`src/rtl/bcd_rtc_pkg.sv`:
```
package bcd_rtc_pkg;

  localparam int unsigned BUS_AW = 3;
  localparam int unsigned BUS_DW = 32;

  localparam logic [BUS_AW-1:0] OFS_KEY   = 3'd0;
  localparam logic [BUS_AW-1:0] OFS_CTRL  = 3'd1;
  localparam logic [BUS_AW-1:0] OFS_STAT  = 3'd2;
  localparam logic [BUS_AW-1:0] OFS_DIV   = 3'd3;
  localparam logic [BUS_AW-1:0] OFS_TIME  = 3'd4;
  localparam logic [BUS_AW-1:0] OFS_DATE  = 3'd5;

  localparam logic [7:0] UNLOCK_FIRST  = 8'hCA;
  localparam logic [7:0] UNLOCK_SECOND = 8'h53;

  typedef enum logic [1:0] {
    GUARD_SHUT = 2'd0,
    GUARD_HALF = 2'd1,
    GUARD_OPEN = 2'd2
  } guard_state_e;

  // Increment a two-digit packed BCD value (no range limit).
  function automatic logic [7:0] bcd_step(input logic [7:0] v);
    if (v[3:0] >= 4'd9) return {v[7:4] + 4'd1, 4'd0};
    else                return {v[7:4], v[3:0] + 4'd1};
  endfunction

  // Last day of a BCD month; leap test done directly on the BCD year.
  function automatic logic [5:0] last_day(input logic [4:0] mon,
                                          input logic [7:0] yr);
    logic [5:0] mod_sum;
    mod_sum = {1'b0, yr[7:4], 1'b0} + {2'b00, yr[3:0]};
    case (mon)
      5'h02:                      return (mod_sum[1:0] == 2'b00) ? 6'h29 : 6'h28;
      5'h04, 5'h06, 5'h09, 5'h11: return 6'h30;
      default:                    return 6'h31;
    endcase
  endfunction

endpackage

```
`src/rtl/rtc_key_guard.sv`:
```
module rtc_key_guard
  import bcd_rtc_pkg::*;
(
  input  logic       clk,
  input  logic       rst_n,
  input  logic       wr_any,
  input  logic       wr_key,
  input  logic [7:0] key_byte,
  output logic       unlocked
);

  guard_state_e state_q, state_d;

  always_comb begin
    state_d = state_q;
    if (wr_key) begin
      if (state_q == GUARD_HALF && key_byte == UNLOCK_SECOND) state_d = GUARD_OPEN;
      else if (key_byte == UNLOCK_FIRST)                      state_d = GUARD_HALF;
      else                                                    state_d = GUARD_SHUT;
    end else if (wr_any && state_q == GUARD_HALF) begin
      state_d = GUARD_SHUT;
    end
  end

  always_ff @(posedge clk or negedge rst_n) begin
    if (!rst_n) state_q <= GUARD_SHUT;
    else        state_q <= state_d;
  end

  assign unlocked = (state_q == GUARD_OPEN);

endmodule

```
`src/rtl/rtc_prescaler.sv`:
```
module rtc_prescaler #(
  parameter int unsigned AW = 7,
  parameter int unsigned SW = 15
) (
  input  logic          clk,
  input  logic          rst_n,
  input  logic          run,
  input  logic [AW-1:0] async_lim,
  input  logic [SW-1:0] sync_lim,
  output logic          sec_pulse
);

  logic [AW-1:0] a_q, a_d;
  logic [SW-1:0] s_q, s_d;
  logic          a_wrap, s_wrap;

  assign a_wrap    = (a_q == async_lim);
  assign s_wrap    = (s_q == sync_lim);
  assign sec_pulse = run & a_wrap & s_wrap;

  always_comb begin
    a_d = a_q;
    s_d = s_q;
    if (!run) begin
      a_d = '0;
      s_d = '0;
    end else if (a_wrap) begin
      a_d = '0;
      s_d = s_wrap ? '0 : s_q + 1'b1;
    end else begin
      a_d = a_q + 1'b1;
    end
  end

  always_ff @(posedge clk or negedge rst_n) begin
    if (!rst_n) begin
      a_q <= '0;
      s_q <= '0;
    end else begin
      a_q <= a_d;
      s_q <= s_d;
    end
  end

endmodule

```
`src/rtl/rtc_calendar.sv`:
```
module rtc_calendar
  import bcd_rtc_pkg::*;
(
  input  logic        clk,
  input  logic        rst_n,
  input  logic        tick,
  input  logic        hour12,
  input  logic        ld_time,
  input  logic        ld_date,
  input  logic [31:0] wdata,
  output logic [31:0] time_word,
  output logic [31:0] date_word
);

  logic [6:0] sec_q, sec_d, min_q, min_d;
  logic [5:0] hr_q, hr_d, day_q, day_d;
  logic [4:0] mon_q, mon_d;
  logic [7:0] yr_q, yr_d;
  logic       pm_q, pm_d;

  logic [7:0] sec_inc, min_inc, hr_inc, day_inc, mon_inc, yr_inc;
  logic [5:0] day_max;
  logic       c_min, c_hr, c_day, c_mon, c_yr;

  assign sec_inc = bcd_step({1'b0, sec_q});
  assign min_inc = bcd_step({1'b0, min_q});
  assign hr_inc  = bcd_step({2'b00, hr_q});
  assign day_inc = bcd_step({2'b00, day_q});
  assign mon_inc = bcd_step({3'b000, mon_q});
  assign yr_inc  = bcd_step(yr_q);
  assign day_max = last_day(mon_q, yr_q);

  always_comb begin
    sec_d = sec_q; min_d = min_q; hr_d = hr_q; pm_d = pm_q;
    day_d = day_q; mon_d = mon_q; yr_d = yr_q;
    c_min = 1'b0; c_hr = 1'b0; c_day = 1'b0; c_mon = 1'b0; c_yr = 1'b0;

    if (tick) begin
      if (sec_q == 7'h59) begin sec_d = '0; c_min = 1'b1; end
      else                       sec_d = sec_inc[6:0];
    end
    if (c_min) begin
      if (min_q == 7'h59) begin min_d = '0; c_hr = 1'b1; end
      else                       min_d = min_inc[6:0];
    end
    if (c_hr) begin
      if (!hour12) begin
        if (hr_q == 6'h23) begin hr_d = '0; c_day = 1'b1; end
        else                      hr_d = hr_inc[5:0];
      end else if (hr_q == 6'h12) begin
        hr_d = 6'h01;
      end else if (hr_q == 6'h11) begin
        hr_d  = 6'h12;
        pm_d  = ~pm_q;
        c_day = pm_q;
      end else begin
        hr_d = hr_inc[5:0];
      end
    end
    if (c_day) begin
      if (day_q == day_max) begin day_d = 6'h01; c_mon = 1'b1; end
      else                         day_d = day_inc[5:0];
    end
    if (c_mon) begin
      if (mon_q == 5'h12) begin mon_d = 5'h01; c_yr = 1'b1; end
      else                       mon_d = mon_inc[4:0];
    end
    if (c_yr) begin
      yr_d = (yr_q == 8'h99) ? 8'h00 : yr_inc;
    end

    if (ld_time) begin
      sec_d = wdata[6:0];
      min_d = wdata[14:8];
      hr_d  = wdata[21:16];
      pm_d  = wdata[22];
    end
    if (ld_date) begin
      day_d = wdata[5:0];
      mon_d = wdata[12:8];
      yr_d  = wdata[23:16];
    end
  end

  always_ff @(posedge clk or negedge rst_n) begin
    if (!rst_n) begin
      sec_q <= '0; min_q <= '0; hr_q <= '0; pm_q <= 1'b0;
      day_q <= 6'h01; mon_q <= 5'h01; yr_q <= 8'h00;
    end else begin
      sec_q <= sec_d; min_q <= min_d; hr_q <= hr_d; pm_q <= pm_d;
      day_q <= day_d; mon_q <= mon_d; yr_q <= yr_d;
    end
  end

  assign time_word = {9'b0, pm_q, hr_q, 1'b0, min_q, 1'b0, sec_q};
  assign date_word = {8'b0, yr_q, 3'b0, mon_q, 2'b0, day_q};

endmodule

```
`src/rtl/bcd_timekeeper.sv`:
```
module bcd_timekeeper
  import bcd_rtc_pkg::*;
#(
  parameter int unsigned ASYNC_W     = 7,
  parameter int unsigned SYNC_W      = 15,
  parameter int unsigned ACK_STAGES  = 2,
  parameter logic [ASYNC_W-1:0] ASYNC_DEF = 7'h7F,
  parameter logic [SYNC_W-1:0]  SYNC_DEF  = 15'h00FF
) (
  input  logic              clk,
  input  logic              rst_n,
  input  logic              bus_wr,
  input  logic [BUS_AW-1:0] bus_addr,
  input  logic [BUS_DW-1:0] bus_wdata,
  output logic [BUS_DW-1:0] bus_rdata,
  output logic              tick_1hz
);

  localparam int unsigned ASYNC_LSB = 16;

  // reset: asynchronous assert, synchronous release
  logic [1:0] rst_pipe;
  logic       rst_core_n;

  always_ff @(posedge clk or negedge rst_n) begin
    if (!rst_n) rst_pipe <= 2'b00;
    else        rst_pipe <= {rst_pipe[0], 1'b1};
  end
  assign rst_core_n = rst_pipe[1];

  // write decode
  logic unlocked, initf;
  logic wr_key, wr_ctrl, wr_div, ld_time, ld_date;

  assign wr_key  = bus_wr && (bus_addr == OFS_KEY);
  assign wr_ctrl = bus_wr && (bus_addr == OFS_CTRL) && unlocked;
  assign wr_div  = bus_wr && (bus_addr == OFS_DIV)  && unlocked && initf;
  assign ld_time = bus_wr && (bus_addr == OFS_TIME) && unlocked && initf;
  assign ld_date = bus_wr && (bus_addr == OFS_DATE) && unlocked && initf;

  rtc_key_guard u_guard (
    .clk      (clk),
    .rst_n    (rst_core_n),
    .wr_any   (bus_wr),
    .wr_key   (wr_key),
    .key_byte (bus_wdata[7:0]),
    .unlocked (unlocked)
  );

  // control and divider registers
  logic               init_req_q, init_req_d;
  logic               hour12_q, hour12_d;
  logic [ASYNC_W-1:0] div_a_q, div_a_d;
  logic [SYNC_W-1:0]  div_s_q, div_s_d;

  always_comb begin
    init_req_d = init_req_q;
    hour12_d   = hour12_q;
    div_a_d    = div_a_q;
    div_s_d    = div_s_q;
    if (wr_ctrl) begin
      init_req_d = bus_wdata[0];
      hour12_d   = bus_wdata[1];
    end
    if (wr_div) begin
      div_s_d = bus_wdata[SYNC_W-1:0];
      div_a_d = bus_wdata[ASYNC_LSB +: ASYNC_W];
    end
  end

  always_ff @(posedge clk or negedge rst_core_n) begin
    if (!rst_core_n) begin
      init_req_q <= 1'b0;
      hour12_q   <= 1'b0;
      div_a_q    <= ASYNC_DEF;
      div_s_q    <= SYNC_DEF;
    end else begin
      init_req_q <= init_req_d;
      hour12_q   <= hour12_d;
      div_a_q    <= div_a_d;
      div_s_q    <= div_s_d;
    end
  end

  // init acknowledge: request carried through ACK_STAGES flops
  logic [ACK_STAGES-1:0] ack_pipe;

  generate
    if (ACK_STAGES == 1) begin : g_ack_one
      always_ff @(posedge clk or negedge rst_core_n) begin
        if (!rst_core_n) ack_pipe <= '0;
        else             ack_pipe <= init_req_q;
      end
    end else begin : g_ack_many
      always_ff @(posedge clk or negedge rst_core_n) begin
        if (!rst_core_n) ack_pipe <= '0;
        else             ack_pipe <= {ack_pipe[ACK_STAGES-2:0], init_req_q};
      end
    end
  endgenerate

  assign initf = ack_pipe[ACK_STAGES-1];

  // divider and calendar
  logic        run;
  logic [31:0] time_word, date_word;

  assign run = ~init_req_q & ~initf;

  rtc_prescaler #(.AW(ASYNC_W), .SW(SYNC_W)) u_div (
    .clk       (clk),
    .rst_n     (rst_core_n),
    .run       (run),
    .async_lim (div_a_q),
    .sync_lim  (div_s_q),
    .sec_pulse (tick_1hz)
  );

  rtc_calendar u_cal (
    .clk       (clk),
    .rst_n     (rst_core_n),
    .tick      (tick_1hz),
    .hour12    (hour12_q),
    .ld_time   (ld_time),
    .ld_date   (ld_date),
    .wdata     (bus_wdata),
    .time_word (time_word),
    .date_word (date_word)
  );

  // read mux
  always_comb begin
    bus_rdata = '0;
    case (bus_addr)
      OFS_CTRL: bus_rdata[1:0] = {hour12_q, init_req_q};
      OFS_STAT: bus_rdata[1:0] = {unlocked, initf};
      OFS_DIV: begin
        bus_rdata[SYNC_W-1:0]         = div_s_q;
        bus_rdata[ASYNC_LSB +: ASYNC_W] = div_a_q;
      end
      OFS_TIME: bus_rdata = time_word;
      OFS_DATE: bus_rdata = date_word;
      default:  bus_rdata = '0;
    endcase
  end

endmodule

```
`config.mk`:
```
export PLATFORM = sky130hd
export DESIGN_NAME = bcd_timekeeper
export DESIGN_NICKNAME = d
export VERILOG_FILES = /design/src/rtl/bcd_rtc_pkg.sv /design/src/rtl/rtc_key_guard.sv /design/src/rtl/rtc_prescaler.sv /design/src/rtl/rtc_calendar.sv /design/src/rtl/bcd_timekeeper.sv
export SDC_FILE = /design/constraint.sdc
export NUM_CORES = 1
export LEC_CHECK = 0
export BUFFER_PORTS_ARGS = -buffer_cell sky130_fd_sc_hd__buf_4
export CAP_MARGIN = 20
export CELL_PAD_IN_SITES_DETAIL_PLACEMENT = 0
export CELL_PAD_IN_SITES_GLOBAL_PLACEMENT = 2
export CORE_UTILIZATION = 37
export DETAILED_ROUTE_END_ITERATION = 10
export GPL_TIMING_DRIVEN = 0
export HOLD_SLACK_MARGIN = 0.02
export PLACE_DENSITY_LB_ADDON = 0.1
export SETUP_SLACK_MARGIN = 0.4
export SYNTH_ARGS = -nofsm -noshare
export SYNTH_HDL_FRONTEND = slang
export SYNTH_SLANG_ARGS = --single-unit
```
`constraint.sdc`:
```
create_clock -name clk -period 3.25 [get_ports clk]
set_clock_uncertainty 0.1 [all_clocks]
set_input_delay 0.65 -clock clk [delete_from_list [all_inputs] [get_ports clk]]
set_output_delay 0.65 -clock clk [all_outputs]
set_load 0.05 [all_outputs]
```
==> results.json <==
{
  "status": "completed",
  "grt_first_pass_wirelength_um": 30500,
  "timing.critical_path.arrival_ns": 2.09,
  "power.total_mw": 2.84,
  "timing_worst_slew_pin_value_ns": 1.06,
  "final-setup-viol-count": 0,
  "groute.usage.overall_pct": 24.5,
  "die-height_um": 130,
  "crit_required_ns": 2.50,
  "average_cell_area_after_synthesis_um2": 9.18,
  "worstSetupPathType": "reg -> out",
  "report.final.slew_viol_count": 0,
  "end_kind": "output pin",
  "layout.nets": 825,
  "clock_tree.root_cell": "clkbuf_16",
  "tritoncts": "built",
  "placement.setup.worst_slack_ns": -0.174,
  "detailroute.via_count": 5392,
  "detail_route.first_pass.iterations": 5,
  "biggest_area_consumer_among_synthesized_cells": "dfrtp_1",
  "clock_tree.htree_level_count": 3,
  "power_density_mw_per_mm2": 380,
  "drt-total-wl_um": 19500,
  "drtAntennaViolNets": 0,
  "gr-total-overflow": 0,
  "detail_route.drc_violations": 0,
  "final_util_pct": 46.8,
  "placement_rows": 46,
  "number_of_global_route_vias_before_repair": 5218,
  "final_cell_mix": "buf_4 (85), dfrtp_1 (71), nand2_1 (68), nor2_1 (49), o21ai_0 (41)",
  "route.detailed.wl_per_inst_um": 20.0,
  "post-synth-top-area-fraction_pct": 31.0,
  "layout_setup_ws_ns": 0.408,
  "grt_start_max_net_pins": 53,
  "max-cap-violations": 0,
  "initialDrtViolationCount": 283,
  "totalNegativeSetupSlack_ns": 0,
  "fin_hold_ws_ns": 0.222,
  "stdcell_area_mm2": 0.00747,
  "ys.flop_type": "dfrtp_1",
  "cp_max_fo": 3,
  "mappedNetlistArea_mm2": 0.00606,
  "kind_of_path_behind_the_tightest_hold_check": "reg -> async",
  "timing.fmax_ghz": 0.352,
  "start_kind": "flip-flop",
  "vias_per_cell": 5.52,
  "hpwl_um": 14700,
  "number_of_antenna_violations_at_the_first_check_in_global_routing": 0,
  "post-route-period-util_pct": 87.4,
  "synth_sequential_area_ratio_pct": 38.4,
  "layout-drive-gt1-share_pct": 25.9,
  "rsz_0062_raised_after_global_routing": "true",
  "syn_inst": 660,
  "clkTransAtPathRegs_ns": 0.06,
  "final_hold_viol_count": 0,
  "cts_inserted_buffers": 9,
  "flow.area_growth_from_synthesis_pct": 23.3,
  "clock_latency_ns": 0.36,
  "die_x_um": 130,
  "numPortBuffers": 52,
  "floorplan.initialDensity_pct": 38.0,
  "synthDistinctLibCells": 77,
  "routabilityCongestion": 0.856,
  "post_synth_main_area_contributors": "dfrtp_1 (31%), dfstp_2 (7.4%), ha_1 (6.4%)",
  "place_area_mm2": 0.00682,
  "cts.path.max_buffers": 2,
  "layout.cells.most_common": "buf_4",
  "area_enclosed_by_the_die_boundary_mm2": 0.0169,
  "cts.sink_count": 92,
  "place_inst": 937,
  "setup.reg_to_reg.worst_slack_ns": 0.47,
  "synth_enable_flop_cells": 0,
  "floorplan_core_area_mm2": 0.0159,
  "leakage_nw": 3.53,
  "antenna_diode_instance_count": 0,
  "post-route-min-period_ns": 2.84,
  "ys_warn_count": 0,
  "ys_async_sr_fraction_pct": 100,
  "max_slew_margin_pct": 28.7,
  "register_bit_total_from_synthesis": 92,
  "ios": 71,
  "stdcell_count": 977,
  "ir_drop_uv": 235
}
worst max-delay path: stages (launching register included):
cell,delay (ns)
dfrtp_2,0.44
xor2_1,0.15
nor4_1,0.29
nand4_1,0.19
buf_4,0.18
nor3_4,0.28
buf_6,0.21
cells in the mapped netlist (5+ instances only):
cell      number
nand4_1        6
ha_1          31
a31oi_1       13
nor4bb_1       5
nand3_1       27
o21ai_0       56
clkbuf_1      23
buf_4         12
nor2b_1        7
a22oi_1       16
mux2_2        24
nor4_1         5
nand2_1       69
nand2b_1       7
nor2_1        50
dfrtp_1       75
a21oi_1       20
xnor2_1        9
dfstp_2       17
and2_1         6
mux2i_1        9
nor3_1         5
inv_1         29
xor2_1        22
and3_1        17
o31ai_1        8
worst paths after layout:
check,startpoint,endpoint,cells after the start
worst max-delay path,div_s_q[10]$_DFFE_PN0P_,tick_1hz,6
worst min-delay path,rst_pipe[1]$_DFF_PN0_,u_cal.mon_q[2]$_DFFE_PN0P_,0
worst max register to register,u_cal.mon_q[0]$_DFFE_PN1P_,u_cal.mon_q[3]$_DFFE_PN0P_,10
worst min register to register,rst_pipe[1]$_DFF_PN0_,u_cal.mon_q[2]$_DFFE_PN0P_,0
max in group asynchronous,rst_pipe[1]$_DFF_PN0_,div_s_q[3]$_DFFE_PN1P_,1
min in group clk,rst_pipe[0]$_DFF_PN0_,rst_pipe[1]$_DFF_PN0_,0
layout make-up:
cell class	count	area, um2
Fill cell	1604	8470
Multi-Input combinational cell	507	3590
Sequential cell	92	2330
Timing Repair Buffer	77	617
Tap cell	216	270
Clock buffer	12	256
Buffer	40	236
Inverter	29	115
Clock inverter	4	47.5
per-layer routing:
layer / part of all wire (%) / global-route usage (%) / up-vias
met5: 0 / 0 / -
met4: 1.5 / 7.52 / 0
met3: 4.1 / 3.49 / 23
met2: 47 / 39.3 / 112
met1: 48 / 34.2 / 2696
li1: - / - / 2561
cells by family (layout without fill, tap and decap cells):
group / after synthesis / count (layout) / synth area share, %
compound gates: 165 / 165 / 17.9
mux: 33 / 33 / 5.95
other cells: 2 / 10 / 0.124
xor+xnor: 31 / 31 / 4.48
flops: 92 / 92 / 38.4
buf+inv: 69 / 162 / 5.19
fa+ha+maj: 31 / 31 / 6.40
simple gates: 237 / 237 / 21.6
flip-flops by register name, summed over array words and instances, names as in the netlist:
signal,count
ack_pipe,2
div_a_q,7
div_s_q,15
hour12_q,1
init_req_q,1
rst_pipe,2
u_cal.day_q,6
u_cal.hr_q,6
u_cal.min_q,7
u_cal.mon_q,5
u_cal.pm_q,1
u_cal.sec_q,7
u_cal.yr_q,8
u_div.a_q,7
u_div.s_q,15
u_guard.state_q,2
power breakdown:
group | internal (mW) | leakage [nW] | switching (mW)
clock network | 0.637 | 0.149 | 0.468
registers | 1.20 | 1.12 | 0.0870
logic | 0.177 | 2.26 | 0.272
what timing repair did:
| action | 4_1_cts | 5_1_grt |
|---|---|---|
| endpoints found under the hold margin | 2 | 0 |
| resized for setup | 22 | 22 |
| setup buffers | 12 | 11 |
| pin swaps | 8 | 9 |
| setup endpoints to repair | 49 | 36 |
| hold buffers | 1 | 0 |
Note: power is estimated with default switching activity, not from simulation.
